File: config.mk
export PLATFORM = sky130hd
export DESIGN_NAME = fine_adj_gen
export DESIGN_NICKNAME = d
export VERILOG_FILES = /design/src/rtl/fine_adj_gen.sv
export SDC_FILE = /design/constraint.sdc
export NUM_CORES = 1
export LEC_CHECK = 0
export ABC_AREA = 0
export BUFFER_PORTS_ARGS = -buffer_cell sky130_fd_sc_hd__buf_2
export CAP_MARGIN = 30
export CELL_PAD_IN_SITES_DETAIL_PLACEMENT = 1
export CELL_PAD_IN_SITES_GLOBAL_PLACEMENT = 2
export CORE_UTILIZATION = 31
export DETAILED_ROUTE_END_ITERATION = 10
export PLACE_DENSITY = 0.74
export RECOVER_POWER = 25
export SLEW_MARGIN = 10
export SYNTH_ARGS = -nofsm -noshare
export SYNTH_HDL_FRONTEND = slang
export SYNTH_SLANG_ARGS = --single-unit
File: constraint.sdc
create_clock -name clk -period 5.6 [get_ports clk]
set_input_delay 1.12 -clock clk [delete_from_list [all_inputs] [get_ports clk]]
set_output_delay 1.12 -clock clk [all_outputs]
set_load 0.03 [all_outputs]
File: src/rtl/fine_adj_gen.sv
module fine_adj_gen #(
  parameter int IW     = 30,
  parameter int CLK_PS = 6400,
  parameter int CLK_NS = 6
) (
  input  logic        clk,
  input  logic        rst_n,
  input  logic        wr_en,
  input  logic        wr_addr,
  input  logic [31:0] wr_data,
  input  logic        rd_addr,
  output logic [31:0] rd_data,
  output logic        corr_strobe,
  output logic        corr_dir
);
  localparam int AW = IW + 1;

  logic          ena_q, dir_q, unit_q;
  logic [IW-1:0] ival_q;
  logic [AW-1:0] acc_q;
  logic [AW-1:0] step, sum;
  logic          hit;

  assign step = unit_q ? AW'(CLK_NS) : AW'(CLK_PS);
  assign sum  = acc_q + step;
  assign hit  = ena_q && !wr_en && (sum >= {1'b0, ival_q});

  assign corr_strobe = hit;
  assign corr_dir    = hit & dir_q;

  assign rd_data = rd_addr ? {1'b0, unit_q, ival_q} : {30'd0, dir_q, ena_q};

  always_ff @(posedge clk) begin
    if (!rst_n) begin
      ena_q  <= 1'b0;
      dir_q  <= 1'b0;
      unit_q <= 1'b0;
      ival_q <= '0;
      acc_q  <= '0;
    end else if (wr_en) begin
      acc_q <= '0;
      if (wr_addr) begin
        ival_q <= wr_data[IW-1:0];
        unit_q <= wr_data[IW];
      end else begin
        ena_q <= wr_data[0];
        dir_q <= wr_data[1];
      end
    end else if (!ena_q) begin
      acc_q <= '0;
    end else if (hit) begin
      acc_q <= sum - {1'b0, ival_q};
    end else begin
      acc_q <= sum;
    end
  end
endmodule


## After elaboration in Yosys (flattened, before gate mapping)

Cells that the tools add are included.

- Word-level logic and storage cells: 21
- Output and inout port bits: 34
- Register bits after elaboration: 64
- Input port bits: 37

- Reduce and logical (&&, ||, !) cells: 6
- $lt $le $gt $ge: 1
- Bitwise logic cells: 4
- Add/subtract/negate cells: 2
- Mux-type cells: 3

Operators by type and width:

| cell | number |
|---|---|
| $mux W31 | 2 |
| $add A31 B13 Y31 | 1 |
| $ge A31 B30 Y1 | 1 |
| $sub A31 B30 Y31 | 1 |
| $mux W13 | 1 |
| $reduce_and A2 Y1 | 2 |
| $not A1 Y1 | 3 |
| $reduce_or A3 Y1 | 1 |
| $logic_and A1 B1 Y1 | 2 |
| $and A1 B1 Y1 | 1 |
| $logic_not A1 Y1 | 1 |

## Longest topological paths before layout

Gate-level depths: netlist of the first run.

- Depth in word-level cells: 5
- Gate-level depth with buffers: 22

## Least setup slack after synthesis of the first run

OpenSTA, ideal clock, no wires.

- Kind: register to output
- Start: register unit_q
- End: output corr_dir
- Arrival time: 4.317 ns
- Slack: 0.163 ns
- Stages on the path, launching flop included: 22
- Cells stage by stage: dfxtp_1 -> ha_1 -> inv_1 -> fa_1 -> and4b_1 -> a41oi_1 -> o21ai_0 -> nand3_1 -> nor2_1 -> xor2_1 -> ha_1 -> buf_2 -> nand4_1 -> nor4_1 -> a311o_1 -> a2111o_1 -> nand2_2 -> a21o_1 -> buf_6 -> inv_6 -> buf_6 -> and2_1

- Longest elaborated chain between the ends: 5

Ends and longest elaborated chain:

| what | line | RTL |
|---|---|---|
| start, declared | 18 | `logic ena_q, dir_q, unit_q;` |
| start signal, assigned | 44 | `unit_q <= wr_data[IW];` |
| $mux W13 | 24 | `assign step = unit_q ? AW'(CLK_NS) : AW'(CLK_PS);` |
| $add A31 B13 Y31 | 25 | `assign sum = acc_q + step;` |
| $ge A31 B30 Y1 | 26 | `assign hit = ena_q && !wr_en && (sum >= {1'b0, ival_q});` |
| $logic_and A1 B1 Y1 | 26 |  |
| $and A1 B1 Y1 | 29 | `assign corr_dir = hit & dir_q;` |
| end, declared | 14 | `output logic corr_dir` |

No other way between the ends.

## Worst setup path in the final report of the first run

Ends and elaborated chain as after synthesis.

==> results of run 1 <==
[final cells by class]
cell class | count | area, um^2
Tap cell | 216 | 270.3
Timing Repair Buffer | 140 | 948.4
Inverter | 47 | 181.4
Fill cell | 1956 | 9329
Sequential cell | 64 | 1285
Clock inverter | 4 | 70.07
Clock buffer | 10 | 239.0
Multi-Input combinational cell | 532 | 3735
[critical path: cells and delay by family, from the launching register on]
| family | cells | cell delay, ns |
|---|---|---|
| adders and majority gates | 3 | 0.82 |
| DFF | 1 | 0.38 |
| buffers and inverters | 5 | 0.53 |
| AOI/OAI and AO/OA | 5 | 1.19 |
| xor gates and xnor gates | 1 | 0.16 |
| and+or+nand+nor | 7 | 0.95 |
[flip-flops by register name (all words and copies together) (netlist names)]
name,cells
acc_q,31
dir_q,1
ena_q,1
ival_q,30
unit_q,1
[power by group]
| group | switching, mW | internal [mW] | leakage, nW |
|---|---|---|---|
| clock | 0.219 | 0.395 | 0.154 |
| combinational | 0.185 | 0.133 | 2.20 |
| sequential | 0.0112 | 0.467 | 0.520 |
| total | 0.416 | 0.995 | 2.87 |
[synth_stat cells, types with 3 or more instances]
cell type | instances | area, um^2
or3_1 | 4 | 25.02
mux2_2 | 3 | 33.78
nand3_1 | 20 | 100.1
clkbuf_1 | 18 | 67.56
nor2b_1 | 6 | 37.54
nor2_1 | 51 | 191.4
nor3_1 | 19 | 95.09
buf_6 | 4 | 45.04
o21a_1 | 6 | 45.04
and2_1 | 40 | 250.2
nand3b_1 | 3 | 22.52
dfxtp_1 | 64 | 1281
xnor2_1 | 25 | 219.0
a2111o_1 | 3 | 33.78
and3_1 | 3 | 18.77
o2bb2ai_1 | 3 | 26.28
o21ai_1 | 3 | 15.01
a21boi_0 | 32 | 240.2
or2_2 | 3 | 18.77
mux2i_1 | 4 | 40.04
a31oi_1 | 6 | 37.54
a211oi_1 | 6 | 45.04
ha_1 | 35 | 437.9
nand2_1 | 104 | 390.4
inv_1 | 46 | 172.7
a211oi_2 | 15 | 187.7
xor2_1 | 24 | 210.2
nor4_1 | 3 | 18.77
a21o_1 | 10 | 75.07
a21oi_1 | 33 | 165.2
a311oi_1 | 3 | 26.28
o21ai_0 | 17 | 85.08
nand4_1 | 10 | 62.56
nand2b_1 | 6 | 37.54
o211ai_1 | 4 | 30.03
[worst max path at each step]
stage,from,to,slack [ns],cells after the start
after floorplan,unit_q,corr_dir,0.16,21
after global placement,unit_q,corr_dir,-0.1,20
after detailed placement,unit_q,corr_dir,-0.13,20
after CTS,unit_q,corr_dir,0.03,21
after global routing,unit_q,corr_dir,-0.07,21
final,unit_q,corr_dir,0.10,21
[per-layer routing]
metal  vias up  routed length, um  GRT usage (%)
li1       2569                  -              -
met1      2498               8115          27.64
met2        82               7969          35.11
met3        26                561          3.257
met4         0                319          7.640
met5         -                  0              0
[cell families (layout without fill, tap and decap cells)]
group,count (synthesis),after routing
mux,8,8
other cells,1,1
buf+inv,75,201
simple gates,280,280
fa+ha+maj,37,37
flops,64,64
compound gates,157,157
xor+xnor,49,49
[what timing repair did]
item / in CTS / in global routing
endpoints found under the setup margin: 2 / 2
endpoints found under the hold margin: 0 / 0
resized for setup: 39 / 9
setup buffers: 36 / 3
pin swaps: 26 / 19
[through the flow]
| step | power [mW] | std cells | TNS [ns] |
|---|---|---|---|
| 2_1_floorplan | 0.6895 | 671 | 0 |
| 3_3_place_gp | 0.7758 | 958 | -0.1626 |
| 3_5_place_dp | 0.7863 | 960 | -0.2307 |
| 4_1_cts | 1.420 | 1010 | 0 |
| 5_1_grt | 1.474 | 1013 | -0.1175 |
| 6_report | 1.411 | 1013 | 0 |
==> run_results.csv, run 1 <==
group,metric,value,unit
clock_network,clk_pin_slew,0.06,ns
synth,synth_cell_types,65,
synth,synth_top_family_by_area,"simple AND/OR/NAND/NOR gates",
final_layout,drive_above_1_share,27.35,%
min_path,holdPathStages,2,
synth,synth-seq-area-share,24.92,%
critical_path,critPathRequiredTime,4.48,ns
timing,period_share,98.21,%
pwr,p_per_area,209.7,nW/um^2
global_routing,antenna_found_initial,0,
route,finalWirelength,16.97,mm
placed_design,postPlaceCellArea,5897,um^2
synth,syn_inst,671,
job,max-cap-violations,0,
pwr,power_leakage,2.871,nW
timing,slew_headroom,16.66,%
synth,yosys_warnings,0,
min_path,worstHoldPathType,"flop to flop",
synth,synth_ff_type,"dfxtp_1",
timing,setup_slack,0.1004,ns
clock_network,cts_buffer_depth,2,
final_layout,antennaDiodeCount,0,
clock_network,clkLatencyLatePin,0.35,ns
global_routing,grt_max_degree,40,
global_routing,grt_pass1_vias,5290,
timing,worst_slew_pin_slew,1.250,ns
timing,max_freq,0.1818,GHz
global_routing,grt_remaining_overflow,0,
floorplan,rows,46,
floorplan,chipWidth,130.8,um
synth,synth_area,5141,um^2
critical_path,r2r_end,"acc_q[30]",
floorplan,die_height,130.8,um
route,viasPerCell,5.109,
critical_path,r2r-start,"unit_q",
clock_network,clkSinkCount,64,
route,vias,5175,
global_routing,grt_pass1_wl,27.45,mm
critical_path,crit_type,"flop to output port",
final_layout,layout_common_cells,"nand2_1 (102), buf_4 (69), buf_2 (65), dfxtp_1 (63), nor2_1 (48)",
critical_path,slowest_stage,"dfxtp_4",
clock_network,tritoncts,"built",
critical_path,slowest_delay,0.38,ns
route,drc,0,
synth,synth_xor_area_share,8.348,%
route,ant_nets,0,
final_layout,nets,868,
final_layout,final_common_cell,"nand2_1",
clock_network,hold_buffers,0,
synth,synthSimpleGateAreaFrac,26.33,%
timing,finalSetupViolations,0,
synth,synth.area.mux_share,1.655,%
clock_network,clockRootBuffer,"clkbuf_16",
route,dr.pass1.iters,4,
global_routing,grtUsageTotal,21.13,%
placed_design,io_buffer_count,68,
timing,whs,0.4876,ns
critical_path,r2r_slack,0.70,ns
synth,synthAdderAreaFrac,9.297,%
critical_path,end_kind,"output port",
synth,synth-seq-cells,64,
timing,finClkSkew,0.009142,ns
floorplan,ios,71,
route,drtIter0Drc,165,
floorplan,initial_core_util,32.02,%
pwr,ir_worst_vdd,0.0001356,V
final_layout,fin_util,41.90,%
critical_path,arrival,4.38,ns
floorplan,die_area,17100,um^2
timing,rsz0062_at_grt,"true",
outcome,status,"finished, final reports clean",
min_path,min_to,"ival_q[20]",
synth,syn_avg_cell_area,7.662,um^2
final_layout,synthToLayoutAreaGrowth,30.88,%
placed_design,pre_cts_slack,-0.1321,ns
floorplan,core,16060,um^2
placed_design,hpwl,12.97,mm
clock_network,numCtsBuffers,9,
timing,post-route-min-period,5.500,ns
min_path,min_from,"ival_q[20]",
critical_path,worstRegToRegCells,21,
critical_path,crit_chain,"ha_4, inv_1, fa_2, and4b_1, a41oi_2, o21ai_1, buf_4, and2_4, nand3_2, xnor2_2, ha_1, nand3_2, nor3_1, buf_4, a311o_1, a2111o_1, nand2_2, a21o_1, inv_6, and2_4, buf_6",
timing,finalHoldViolations,0,
clock_network,htreeDepth,3,
placed_design,place_congestion,0.8034,
synth,synthesis.nets,745,
route,wire_per_inst,16.75,um
synth,synth_compound_area_share,22.83,%
critical_path,setup.worst_path.start_class,"flop",
timing,slew_violations,0,
synth,synth_edf_count,0,
critical_path,cp_max_fo,4,
final_layout,design_area,6729,um^2
synth,async_flop_share,0,%
(Power assumes the default switching activity.)
==> inputs of run 2 (changes only) <==
- ABC_AREA: 0 -> 1
- CORE_UTILIZATION: 31 -> 28
- PLACE_DENSITY: 0.74 -> unset
- PLACE_DENSITY_LB_ADDON: unset -> 0.1
==> run 2 against run 1 <==
Routed wire length rose by 23%. Sequential share of layout area grew 0.087 points. Sequential cell count unchanged. Hold slack worse by 0.0089 ns. Synthesized cell count rose by 48%. Area after synthesis increased by 11%. Non-clock buffer count is 66 lower. Clock skew grew 0.00090 ns. Total power rose by 5.0%. Sequential power about the same. Register-to-register slack improved by 0.76 ns. Critical endpoint unchanged.
==> run_results.csv, run 2 <==
group,metric,value,unit
outcome,status,"finished, final reports clean",
final_layout,top_register,"acc_q",
timing,slew_headroom,4.093,%
synth,synth_cell_types,33,
clock_network,clockRootBuffer,"clkbuf_16",
timing,post-route-min-period,5.108,ns
floorplan,ios,71,
final_layout,fin_util,33.87,%
synth,synthesis.nets,1066,
timing,finalHoldViolations,0,
synth,async_flop_share,0,%
final_layout,drive_above_1_share,11.31,%
critical_path,crit_type,"flop to output port",
synth,yosysMostFrequentCell,"nand2_1",
route,drc,0,
final_layout,n_fill_cell,2699,
final_layout,synthToLayoutAreaGrowth,16.75,%
clock_network,clkLatencyLatePin,0.35,ns
route,wire_per_inst,15.76,um
clock_network,htreeDepth,3,
global_routing,grtUsageTotal,20.51,%
synth,synth_edf_count,0,
pwr,ir_worst_vdd,0.0001361,V
timing,setup_slack,0.4923,ns
clock_network,cts_buffer_depth,2,
final_layout,reg_top3,"acc_q (31), ival_q (30)",
timing,rsz0062_at_grt,"false",
synth,synth-seq-cells,64,
timing,period_share,91.21,%
floorplan,die_height,144.9,um
synth,syn_inst,992,
synth,synth_ff_type,"dfxtp_1",
timing,finalSetupViolations,0,
route,finalWirelength,20.89,mm
final_layout,final_common_cell,"nand2_1",
synth,synth_compound_area_share,13.08,%
synth,yosysTopAreaCell,"dfxtp_1",
critical_path,cp_max_fo,6,
global_routing,antenna_found_initial,0,
placed_design,place_congestion,0.8079,
final_layout,layout_common_cells,"nand2_1 (281), inv_1 (178), nor2_1 (125), a21oi_1 (69), buf_2 (67)",
critical_path,setup.worst_path.start_class,"flop",
job,max-cap-violations,0,
floorplan,core,19720,um^2
clock_network,tritoncts,"built",
global_routing,grt_pass1_wl,33.19,mm
placed_design,hpwl,17.47,mm
synth,yosysTopAreaCellShare,22.40,%
floorplan,chipWidth,144.9,um
critical_path,arrival,3.99,ns
critical_path,critPathRequiredTime,4.48,ns
synth,yosys-top-cells-area,"dfxtp_1 (22%), nand2_1 (19%), inv_1 (12%), nor2_1 (8.6%), ha_1 (7.7%)",
clock_network,clk_pin_slew,0.06,ns
floorplan,die_area,21010,um^2
clock_network,clkSinkCount,64,
timing,tns,0,ns
synth,synth_xor_area_share,5.052,%
route,ant_nets,0,
synth,synth_area,5720,um^2
global_routing,grt_remaining_overflow,0,
pwr,p_per_area,221.8,nW/um^2
pwr,power_leakage,3.653,nW
global_routing,grt_pass1_vias,5983,
timing,finClkSkew,0.01004,ns
synth,syn_avg_cell_area,5.767,um^2
timing,slew_violations,0,
final_layout,largest_register_ffs,31,
synth,synth_commonest_cells,"nand2_1 (282), inv_1 (179), nor2_1 (131)",
synth,synthSimpleGateAreaFrac,37.25,%
critical_path,end_kind,"output port",
floorplan,rows,51,
synth,synth_top_family_by_area,"simple AND/OR/NAND/NOR gates",
clock_network,hold_buffers,0,
min_path,worstHoldPathType,"flop to flop",
placed_design,postPlaceCellArea,6324,um^2
route,vias,6048,
route,dr.pass1.iters,4,
synth,synthAdderAreaFrac,8.355,%
synth,synth-seq-area-share,22.40,%
timing,max_freq,0.1958,GHz
timing,worst_slew_pin_slew,1.439,ns
global_routing,grt_max_degree,62,
route,drtIter0Drc,241,
final_layout,design_area,6679,um^2
final_layout,seqCellArea,1281,um^2
floorplan,initial_core_util,29.01,%
final_layout,antennaDiodeCount,0,
final_layout,multi_input_area,3702,um^2
final_layout,nets,1130,
placed_design,io_buffer_count,68,
synth,synth.area.mux_share,0,%
route,viasPerCell,4.561,
clock_network,numCtsBuffers,9,
synth,yosys_warnings,0,
placed_design,pre_cts_slack,0.5092,ns
-- run 2: cell count changes in the layout (fill, tap and decap cells not counted), sizes merged, moves of 36 or more --
cell	delta
nand2	+185
inv	+133
nor2	+85
buf	-66
o21ai	+43
and2	-39
a21oi	+36
-- run 2: where the power goes --
| part | total [mW] | internal, mW | switching [mW] |
|---|---|---|---|
| registers | 0.480 | 0.472 | 0.00817 |
| logic | 0.409 | 0.123 | 0.285 |
| clock network | 0.592 | 0.370 | 0.222 |
| total | 1.48 | 0.965 | 0.516 |
-- run 2: per-stage QoR --
step                      hold slack [ns]  power, mW  cells
after floorplan                    0.4448     0.7679    992
after global placement             0.4716     0.8980   1309
after detailed placement           0.4743     0.8997   1309
after CTS                          0.4833      1.501   1325
after global routing               0.5020      1.576   1326
final                              0.4787      1.481   1326
-- run 2: cell type report --
type / instances / share of cell area, %
Multi-Input combinational cell: 727 / 55.43
Sequential cell: 64 / 19.18
Inverter: 180 / 10.15
Timing Repair Buffer: 74 / 5.751
Tap cell: 265 / 4.964
Clock buffer: 14 / 3.953
Clock inverter: 2 / 0.5620
-- run 2: timing repair --
item | in CTS | in global routing
endpoints found under the setup margin | 0 | 2
setup buffers | 0 | 1
resized for setup | 0 | 14
-- run 2: logic make-up (layout without fill, tap and decap cells) --
family | count (synthesis) | count (layout)
xor+xnor | 33 | 33
fa+ha+maj | 37 | 37
simple gates | 512 | 512
compound gates | 144 | 144
buf+inv | 201 | 270
other cells | 1 | 1
flops | 64 | 64
-- run 2: path summary, 6_finish.rpt --
kind	start	to	slack, ns	depth (start not counted)
worst max-delay path	unit_q	corr_dir	0.49	23
worst min-delay path	ival_q[3]	ival_q[3]	0.48	2
worst max register to register	unit_q	acc_q[3]	1.46	20
worst min register to register	ival_q[3]	ival_q[3]	0.48	2
-- run 2: worst max-delay path, cell delays in order (launching register included) --
cell and delay (ns):
dfxtp_1 0.39, ha_1 0.19, inv_1 0.06, fa_2 0.39, nor2_4 0.17, a21oi_1 0.15
nor2_1 0.20, nand3_1 0.17, nand2_1 0.12, nand2_1 0.05, nand2_1 0.11, inv_1 0.06
ha_1 0.38, nand2_1 0.13, nor2_2 0.20, nand2_1 0.07, nor2_1 0.10, nand2_1 0.08
nand2_1 0.06, nor2_1 0.06, nand3_4 0.11, nand2_4 0.09, nor2_1 0.11, buf_2 0.20
-- run 2: routing by layer --
layer	GRT usage [%]	wire length (um)
met1	30.07	11010
met2	31.35	8931
met3	2.704	629
met4	4.840	320
met5	0	0
==> inputs of run 3 (changes only) <==
- CTS_BUF_LIST: unset -> sky130_fd_sc_hd__clkbuf_4
==> run 3 against run 2 <==
Worst setup slack worse by 0.067 ns. Die area unchanged. Clock skew is 0.017 ns higher. Sequential share of layout area increased by 0.45 points. Count of clock-buffer cells in the layout fell by 2. Final cell count stayed put. Routed wire length down 0.12%. Final area decreased by 2.2%. Non-clock buffer count is the same. Critical endpoint unchanged. Global-route usage about the same. Utilization decreased by 0.74 points.
==> run_results.csv, run 3 (synthesis gave the netlist of run 2 again) <==
group,metric,value,unit
clock_network,htreeDepth,3,
placed_design,dp.cells,1309,
critical_path,slowest_stage,"xnor2_1",
pwr,power_leakage,3.598,nW
floorplan,ios,71,
timing,worst_slew_pin_slew,1.430,ns
clock_network,clk_pin_slew,0.14,ns
clock_network,numCtsBuffers,9,
pwr,ir_worst_vdd,0.00007971,V
critical_path,crit_type,"flop to output port",
job,max-cap-violations,0,
route,drc,0,
route,met3_length,508,um
timing,rsz0062_at_grt,"false",
pwr,p_per_area,188.7,nW/um^2
global_routing,grt_remaining_overflow,0,
route,finalWirelength,20.87,mm
route,met2_length,8.862,mm
timing,max_freq,0.1933,GHz
timing,setup_slack,0.4257,ns
floorplan,die_height,144.9,um
critical_path,worstRegToRegCells,22,
route,dr.pass1.iters,4,
critical_path,crit_path_frequent_cell,"nand2_1",
critical_path,r2r_slack,1.53,ns
critical_path,endpoint,"corr_dir",
final_layout,antennaDiodeCount,0,
final_layout,final_common_cell,"nand2_1",
timing,finalHoldViolations,0,
outcome,status,"finished, final reports clean",
placed_design,pre_cts_slack,0.5092,ns
final_layout,synthToLayoutAreaGrowth,14.20,%
route,wl_met1,11.05,mm
pwr,p_switching,0.4886,mW
timing,tns,0,ns
critical_path,cp_max_fo,5,
route,wire_per_inst,15.74,um
floorplan,die_area,21010,um^2
global_routing,grt_max_degree,62,
global_routing,antenna_found_initial,0,
clock_network,cts_buffer_depth,2,
critical_path,crit_chain,"ha_1, nand2_1, nand2_1, nand2_1, nor2_2, nand2_1, nor2_1, o21ai_0, xnor2_1, ha_1, a21oi_1, nand2_1, nand2_1, nand2_1, nand2_1, nand3_2, nand2_2, nand3_4, nand2_4, nor2_1, clkbuf_4",
route,vias,6063,
clock_network,tritoncts,"built",
timing,finalSetupViolations,0,
placed_design,hpwl,17.47,mm
critical_path,crit_start,"unit_q",
clock_network,clkSinkCount,64,
floorplan,chipWidth,144.9,um
timing,slew_violations,0,
route,top_layer_used,"met4",
placed_design,postPlaceCellArea,6324,um^2
placed_design,io_buffer_count,68,
final_layout,largest_register_ffs,31,
pwr,power_frac_clock,27.8,%
global_routing,grtUsageTotal,20.55,%
timing,period_share,92.40,%
critical_path,setup.worst_path.start_class,"flop",
route,viasPerCell,4.572,
pwr,p_int,0.7438,mW
pwr,p_sw_share,39.64,%
route,ant_nets,0,
timing,slew_headroom,4.694,%
final_layout,top_register,"acc_q",
pwr,power_frac_comb,33.2,%
final_layout,reg_top3,"acc_q (31), ival_q (30)",
critical_path,end_kind,"output port",
placed_design,place_congestion,0.8079,
final_layout,nets,1130,
pwr,sequentialPowerShare,39.0,%
critical_path,r2r-start,"unit_q",
global_routing,grt_pass1_wl,33.26,mm
floorplan,rows,51,
final_layout,final_cells,1326,
final_layout,design_area,6533,um^2
clock_network,clockRootBuffer,"clkbuf_4",
min_path,worstHoldPathType,"flop to flop",
timing,post-route-min-period,5.174,ns
clock_network,clkLatencyLatePin,0.46,ns
floorplan,initial_core_util,29.01,%
timing,finClkSkew,0.02742,ns
final_layout,drive_above_1_share,11.69,%
critical_path,r2r_end,"acc_q[3]",
route,drtIter0Drc,288,
final_layout,layout_common_cells,"nand2_1 (281), inv_1 (178), nor2_1 (123), a21oi_1 (69), buf_2 (66)",
global_routing,grt_pass1_vias,6010,
clock_network,hold_buffers,0,
critical_path,slowest_delay,0.44,ns
critical_path,arrival,4.05,ns
floorplan,core,19720,um^2
critical_path,critPathRequiredTime,4.48,ns
==> run 3: cell types whose count changed in the layout (fill, tap and decap cells not counted), moves of 2 or more <==
cell	before	now
clkinv_1	0	2
clkbuf_8	2	0
clkbuf_1	4	1
nor2_1	125	123
clkbuf_16	9	0
clkbuf_4	0	13
==> run 3: worst min-delay path by stage <==
| stage | from | to | slack, ns | cells past startpoint |
|---|---|---|---|---|
| after floorplan | dir_q | dir_q | 0.44 | 2 |
| after global placement | dir_q | dir_q | 0.47 | 2 |
| after detailed placement | ival_q[29] | ival_q[29] | 0.47 | 2 |
| after CTS | dir_q | dir_q | 0.49 | 2 |
| after global routing | ival_q[26] | ival_q[26] | 0.51 | 2 |
| final | ival_q[3] | ival_q[3] | 0.49 | 2 |
==> run 3: metrics by stage <==
| stage | util [%] | total power [mW] | hold WS [ns] |
|---|---|---|---|
| after global placement | 32.07 | 0.8980 | 0.4716 |
| after global routing | 33.13 | 1.326 | 0.5120 |
| after floorplan | - | 0.7679 | 0.4448 |
| final | 33.13 | 1.232 | 0.4885 |
| after detailed placement | 32.07 | 0.8997 | 0.4743 |
| after CTS | 32.81 | 1.252 | 0.4928 |
==> run 3: layout make-up <==
type	instances	area, um^2
clock buffers	12	90.09
clock inverters	4	45.04
fillers	2710	13190
inverters	180	678.2
multi-input cells	727	3719
flip-flops and latches	64	1282
well taps	265	331.6
repair buffers	74	386.6
==> run 3: routing by layer <==
layer,vias to the layer above,global-route usage [%]
li1,3211,-
met2,93,31.06
met4,0,6.862
met3,21,1.887
met1,2738,30.19
met5,-,0
==> run 3: power groups by stage <==
stage	Combinational, mW	Clock (mW)	Sequential (mW)
global route	0.463	0.381	0.483
floorplan	0.280	0	0.488
CTS	0.411	0.360	0.480
global placement	0.408	0	0.490
detailed placement	0.409	0	0.491
finish	0.410	0.343	0.480
==> run 3: worst max-delay path, delay by kind of cell, from the launching register on <==
| family | cells | cell delay, ns |
|---|---|---|
| and+or+nand+nor | 15 | 1.55 |
| buffers and inverters | 1 | 0.17 |
| xor gates and xnor gates | 1 | 0.44 |
| adders and majority gates | 2 | 0.68 |
| DFF | 1 | 0.36 |
| AOI/OAI and AO/OA | 2 | 0.38 |
==> run 3: timing repair <==
action / 4_1_cts / 5_1_grt
endpoints found under the setup margin: 1 / 2
buffers inserted: 0 / 1
gates resized for setup: 3 / 18
pin swaps: 0 / 1
